`src/rtl/ifwc_pkg.sv`:
```
package ifwc_pkg;

    localparam int GS_W = 3;   // gate length exponent width
    localparam int EW_W = 3;   // window exponent width
    localparam int CF_W = 5;   // centre trim width

    typedef enum logic [1:0] {
        MODE_OFF = 2'b00,
        MODE_FM  = 2'b01,
        MODE_AM  = 2'b10,
        MODE_UPC = 2'b11
    } ifwc_mode_e;

    typedef struct packed {
        logic [1:0]      mode;
        logic [GS_W-1:0] gs;
        logic [CF_W-1:0] cf;
    } ifwc_cfg_t;

endpackage

```
`src/rtl/ifwc_base_timer.sv`:
```
module ifwc_base_timer #(
    parameter int BASE_W = 14
) (
    input  logic              clk,
    input  logic              rst_n,
    input  logic              clear,
    input  logic [BASE_W-1:0] base_div,
    output logic              tick
);

    logic [BASE_W-1:0] cnt_d, cnt_q;

    always_comb begin
        // >= keeps the divider bounded if base_div shrinks mid-count
        tick  = !clear && (cnt_q >= base_div);
        cnt_d = (clear || tick) ? '0 : cnt_q + 1'b1;
    end

    always_ff @(posedge clk or negedge rst_n) begin
        if (!rst_n) cnt_q <= '0;
        else        cnt_q <= cnt_d;
    end

endmodule

```
`src/rtl/ifwc_preset.sv`:
```
module ifwc_preset
    import ifwc_pkg::*;
#(
    parameter int SHORT_W = 11,
    parameter int LONG_W  = 21,
    parameter int FM_NOM  = 1712,
    parameter int AM_NOM  = 450,
    parameter int UPC_NOM = 10700
) (
    input  logic [1:0]        mode,
    input  logic [GS_W-1:0]   gate_sel,
    input  logic [CF_W-1:0]   cf_trim,
    output logic [LONG_W-1:0] preset_o,
    output logic              is_short_o
);

    localparam logic [LONG_W-1:0] SHORT_MASK =
        {{(LONG_W-SHORT_W){1'b0}}, {SHORT_W{1'b1}}};
    localparam logic [LONG_W-1:0] SHORT_LIMIT = LONG_W'(1) << (SHORT_W - 1);

    logic [LONG_W-1:0] nom, shifted, trim_fine, trim, sum;

    always_comb begin
        case (ifwc_mode_e'(mode))
            MODE_FM:  nom = LONG_W'(FM_NOM);
            MODE_AM:  nom = LONG_W'(AM_NOM);
            MODE_UPC: nom = LONG_W'(UPC_NOM);
            default:  nom = '0;
        endcase
        shifted    = nom << gate_sel;
        trim_fine  = {{(LONG_W-4){cf_trim[3]}}, cf_trim[3:0]};
        trim       = cf_trim[4] ? (trim_fine << 4) : trim_fine;
        sum        = shifted + trim;
        is_short_o = shifted < SHORT_LIMIT;
        preset_o   = is_short_o ? (sum & SHORT_MASK) : sum;
    end

endmodule

```
`src/rtl/ifwc_window.sv`:
```
module ifwc_window
    import ifwc_pkg::*;
#(
    parameter int SHORT_W = 11,
    parameter int LONG_W  = 21
) (
    input  logic [LONG_W-1:0] residue,
    input  logic              is_short,
    input  logic [EW_W-1:0]   win_sel,
    output logic              inwin
);

    logic [LONG_W-1:0] r_ext, mag, limit;

    always_comb begin
        r_ext = is_short
              ? {{(LONG_W-SHORT_W){residue[SHORT_W-1]}}, residue[SHORT_W-1:0]}
              : residue;
        mag   = r_ext[LONG_W-1] ? (~r_ext + 1'b1) : r_ext;
        limit = LONG_W'(1) << win_sel;
        inwin = mag <= limit;
    end

endmodule

```
`src/rtl/ifwc_top.sv`:
```
module ifwc_top
    import ifwc_pkg::*;
#(
    parameter int BASE_W  = 14,
    parameter int SHORT_W = 11,
    parameter int LONG_W  = 21,
    parameter int FM_NOM  = 1712,
    parameter int AM_NOM  = 450,
    parameter int UPC_NOM = 10700
) (
    input  logic              clk,
    input  logic              rst_n,
    input  logic              if_in,
    input  logic [1:0]        mode,
    input  logic [2:0]        gate_sel,
    input  logic [2:0]        win_sel,
    input  logic [4:0]        cf_trim,
    input  logic [BASE_W-1:0] base_div,
    output logic              done_o,
    output logic              inwin_o
);

    localparam int TICK_W = (1 << GS_W) - 1;
    localparam logic [LONG_W-1:0] SHORT_MASK =
        {{(LONG_W-SHORT_W){1'b0}}, {SHORT_W{1'b1}}};

    typedef struct packed {
        logic              run;
        logic              if_prev;
        logic [TICK_W-1:0] ticks;
        logic [LONG_W-1:0] cnt;
        ifwc_cfg_t         cfg;
        logic              done;
        logic              inwin;
    } st_t;

    st_t s_d, s_q;

    ifwc_cfg_t         cfg_now;
    logic              tick, timer_clear, is_short, win_ok;
    logic              idle, load, if_rise, gate_end;
    logic [LONG_W-1:0] preset, cnt_dec, cnt_next;
    logic [TICK_W-1:0] tick_last;

    assign cfg_now = '{mode: mode, gs: gate_sel, cf: cf_trim};

    ifwc_base_timer #(.BASE_W(BASE_W)) u_base (
        .clk      (clk),
        .rst_n    (rst_n),
        .clear    (timer_clear),
        .base_div (base_div),
        .tick     (tick)
    );

    ifwc_preset #(
        .SHORT_W (SHORT_W),
        .LONG_W  (LONG_W),
        .FM_NOM  (FM_NOM),
        .AM_NOM  (AM_NOM),
        .UPC_NOM (UPC_NOM)
    ) u_preset (
        .mode       (mode),
        .gate_sel   (gate_sel),
        .cf_trim    (cf_trim),
        .preset_o   (preset),
        .is_short_o (is_short)
    );

    ifwc_window #(
        .SHORT_W (SHORT_W),
        .LONG_W  (LONG_W)
    ) u_window (
        .residue  (cnt_next),
        .is_short (is_short),
        .win_sel  (win_sel),
        .inwin    (win_ok)
    );

    always_comb begin
        idle        = ifwc_mode_e'(mode) == MODE_OFF;
        load        = !s_q.run || (cfg_now != s_q.cfg);
        timer_clear = idle || load;
        if_rise     = if_in && !s_q.if_prev;
        tick_last   = (TICK_W'(1) << gate_sel) - 1'b1;
        gate_end    = tick && (s_q.ticks == tick_last);
        cnt_dec     = s_q.cnt - LONG_W'(if_rise);
        cnt_next    = is_short ? (cnt_dec & SHORT_MASK) : cnt_dec;

        s_d         = s_q;
        s_d.done    = 1'b0;
        s_d.if_prev = if_in;
        s_d.cfg     = cfg_now;

        if (idle) begin
            s_d.run   = 1'b0;
            s_d.ticks = '0;
        end else if (load) begin
            s_d.run   = 1'b1;
            s_d.cnt   = preset;
            s_d.ticks = '0;
        end else if (gate_end) begin
            s_d.done  = 1'b1;
            s_d.inwin = win_ok;
            s_d.cnt   = preset;
            s_d.ticks = '0;
        end else begin
            s_d.cnt = cnt_next;
            if (tick) s_d.ticks = s_q.ticks + 1'b1;
        end
    end

    always_ff @(posedge clk or negedge rst_n) begin
        if (!rst_n) s_q <= '0;
        else        s_q <= s_d;
    end

    assign done_o  = s_q.done;
    assign inwin_o = s_q.inwin;

endmodule

```
`config.mk`:
```
export PLATFORM = sky130hd
export DESIGN_NAME = ifwc_top
export DESIGN_NICKNAME = d
export VERILOG_FILES = /design/src/rtl/ifwc_pkg.sv /design/src/rtl/ifwc_base_timer.sv /design/src/rtl/ifwc_preset.sv /design/src/rtl/ifwc_window.sv /design/src/rtl/ifwc_top.sv
export SDC_FILE = /design/constraint.sdc
export NUM_CORES = 1
export LEC_CHECK = 0
export BUFFER_PORTS_ARGS = -buffer_cell sky130_fd_sc_hd__buf_2
export CAP_MARGIN = 40
export CORE_ASPECT_RATIO = 0.9
export CORE_MARGIN = 2
export CORE_UTILIZATION = 40
export CTS_CLUSTER_DIAMETER = 120
export CTS_CLUSTER_SIZE = 8
export DETAILED_ROUTE_END_ITERATION = 16
export GPL_TIMING_DRIVEN = 0
export SLEW_MARGIN = 20
export SYNTH_ARGS = -nofsm -noshare
export SYNTH_HDL_FRONTEND = slang
export SYNTH_HIERARCHICAL = 1
export SYNTH_SLANG_ARGS = --single-unit
```
`constraint.sdc`:
```
create_clock -name clk -period 6.8 [get_ports clk]
set_clock_uncertainty 0.2 [all_clocks]
set_input_delay 1.36 -clock clk [delete_from_list [all_inputs] [get_ports clk]]
set_output_delay 1.36 -clock clk [all_outputs]
set_load 0.02 [all_outputs]
```
==> key figures <==
Synthesis
  • Top-area cell type share of the netlist area: 22.42%
  • Synth cell types: 81
  • EDFF count, synth: 0
  • Post-synth ARST share: 100.0%
  • Area of the mapped netlist: 6251 sq um
  • Yosys reg bits: 56
  • Yosys warns: 6
  • Dominant cells by area after synthesis: dfrtp_1 (22%), ha_1 (9.6%), xnor2_1 (5.5%), nand2_1 (5.4%), a21oi_1 (4.8%)
  • Seq/Total Area, Yosys: 22.42%
  • Top_reg_cell synth: dfrtp_1
  • Syn Nets: 876
  • Synth area leader: dfrtp_1
  • Synth Instances: 797
  • Commonest cells in the netlist: nand2_1 (90), nor2_1 (68), a21oi_1 (60), dfrtp_1 (56), ha_1 (48)
  • Mapped Avg Cell Area: 7.843 sq um
  • Count leader, synth: nand2_1

Worst setup path
  • Crit path DAT: 6330 ps
  • R2r setup slk: 1320 ps
  • Critical path type: primary input to register
  • CP Capture Type: register
  • Crit-path max FO: 10
  • Startpoint types: primary input
  • CP required: 6850 ps

Detailed routing
  • 1st-pass router iterations: 5
  • Residual DRC: 0
  • WL per Instance: 14.41 um
  • Post-route ant nets: 0
  • Drt total wl: 14,960 um
  • Iteration-0 DRC count of the detailed router: 378
  • DR vias: 5,679
  • Via-to-Cell Ratio: 5.471

Min path
  • Worst hold path class: register to register

Floorplanning
  • Initial Util: 40.77%
  • Die height: 122.6 um
  • Core Area: 15,330 sq um
  • Die Area: 16,640 sq um
  • Die width: 135.8 um
  • Ports: 32
  • FP Rows: 43

Placement
  • Gpl congestion: 0.9230
  • Hpwl dp: 11,480 um
  • DP Cell Count: 1,030
  • Placed Area: 6661 sq um
  • Port-buffer cells: 31

Timing
  • RSZ-0062 raised after global routing: false
  • Slew Limit Fails: 0
  • Setup TNS: 0 ps
  • Tcrit/Tclk final: 92.33%
  • Worst-margin pin slew: 900.1 ps
  • Tmin final: 6278 ps
  • Final hold violations: 0
  • Final Setup Violations: 0
  • Max-Slew Margin vs Limit: 39.59%
  • Fmax: 159.3 MHz

Layout
  • Fin cells: 1,038
  • Share of post-route cells with drive strength above 1: 10.89%
  • Final core utilization: 44.49%
  • N_diodes: 0
  • Fin nets: 914
  • Multi-input logic area: 4486 sq um
  • Area growth syn-to-layout: 9.127%
  • Final instance area: 6822 sq um
  • Total area of sequential cells: 1401 sq um
  • Fill count: 1,575

Clock tree
  • CTS clk-pin slew, worst paths: 70 ps
  • Clock Path Buffers: 2
  • CTS tree: yes
  • Htree depth: 2
  • Root Driver: clkbuf_16
  • Clock Sinks: 56
  • Clk_lat worst skew: 310 ps
  • CTS buffer count: 5

Power and ir drop
  • Power Total: 1.150 mW
  • VDD IR max: 0.0001337 V
  • P_leak: 2.827 nW
  • Power Density: 168.5 nW/um^2

Flow run
  • Max_cap viols: 0

Global route
  • Vias in the first global route: 5,407
  • First-pass GRT wire length: 26,160 um
  • GR Overflow Total: 0
  • GRT Util Overall: 19.12%
  • Antenna violations before repair: 0
  • Largest net degree at the start of global routing: 57

Outcome
  • Status: completed
==> power by group <==
part           leakage (nW)  internal, mW  total, mW  switching (mW)
clock network        0.0742         0.138      0.270           0.132
registers             0.718         0.359      0.390          0.0312
logic                  2.03         0.201      0.489           0.289
total                  2.83         0.698       1.15           0.452
==> worst paths after layout <==
check	endpoint	start	cells past startpoint
setup / recovery	inwin_o	if_in	22
hold / removal	inwin_o	inwin_o	1
setup reg to reg	inwin_o	s_q[40]	21
hold reg to reg	inwin_o	inwin_o	1
max in group asynchronous	u_base/cnt_q[13]	rst_n	1
min in group asynchronous	s_q[7]	rst_n	1
==> cell families after synthesis <==
logic type | count (synthesis) | share of synthesized area, %
mux | 23 | 3.803
buf+inv | 85 | 6.025
fa+ha+maj | 49 | 9.928
flops | 56 | 22.42
xor+xnor | 65 | 9.107
simple gates | 323 | 28.04
compound gates | 196 | 20.68
==> critical path, cell delays in order <==
cell	delay, ps
buf_2	80
nor2b_1	170
ha_1	200
ha_1	260
nor4b_4	330
nand2_1	190
nor3b_2	350
nand2_1	160
xor2_1	180
nor2_1	240
buf_2	290
mux2i_2	190
a31oi_1	230
xor2_1	110
ha_1	330
nand4_1	100
nor2_1	170
a41oi_1	140
or4_1	480
nor4_1	240
and4bb_1	330
mux2_2	180
==> placed cells by master, fill, tap and decap left out, types with 5 or more instances in the layout <==
cell type,synthesis,layout
clkbuf_1,19,19
ha_1,48,48
a211oi_1,6,6
xnor2_1,39,39
nor2b_1,12,12
xor2_1,26,26
o21ai_1,11,11
nand2_1,90,90
a41oi_1,5,5
o211ai_1,12,12
clkbuf_16,0,5
nand2b_1,10,10
a31oi_1,6,6
inv_1,46,46
a21o_1,12,12
a311oi_1,5,5
nor4_1,21,21
a21oi_1,60,60
nand3_1,26,26
mux2i_1,20,19
dfrtp_1,56,56
o31ai_1,7,7
nand4_1,10,10
nor2_1,68,68
buf_2,10,40
nor3_1,25,25
o31a_1,6,6
o22ai_1,5,5
o21ai_0,35,35
==> area by class of cell <==
class / count / area share (%)
sequential: 56 / 20.54
timing repair buffer: 31 / 2.311
inverter: 49 / 2.696
clock inverter: 3 / 0.3302
multi-input combinational: 656 / 65.76
buffer: 36 / 2.825
clock buffer: 5 / 1.834
tap: 202 / 3.705
==> stage by stage <==
step	setup WS (ps)	hold WS (ps)
6_report	521.6	302.9
5_1_grt	15.21	352.9
4_1_cts	210.9	306.3
3_5_place_dp	-104.7	285.8
3_3_place_gp	-82.54	272.6
2_1_floorplan	1056	255.6
==> timing repair <==
item | in CTS | in global routing
hold buffers | 0 | 0
buffers inserted | 0 | 0
endpoints found under the hold margin | 0 | 0
gates resized for setup | 0 | 2
setup endpoints to repair | 0 | 1
==> per-layer routing <==
| layer | track usage (%) | up-vias | routed length, um |
|---|---|---|---|
| met3 | 2.644 | 10 | 545 |
| met4 | 4.362 | 0 | 185 |
| met1 | 28.59 | 2579 | 7912 |
| li1 | - | 2974 | - |
| met2 | 29.14 | 116 | 6314 |
| met5 | 0 | - | 0 |
==> flip-flops by register name (all words and copies together), names as in the netlist <==
| signal | cells |
|---|---|
| u_base/cnt_q | 14 |
| s_q | 40 |
| inwin_o | 1 |
| done_o | 1 |
Power figures use the tool's default switching activity.
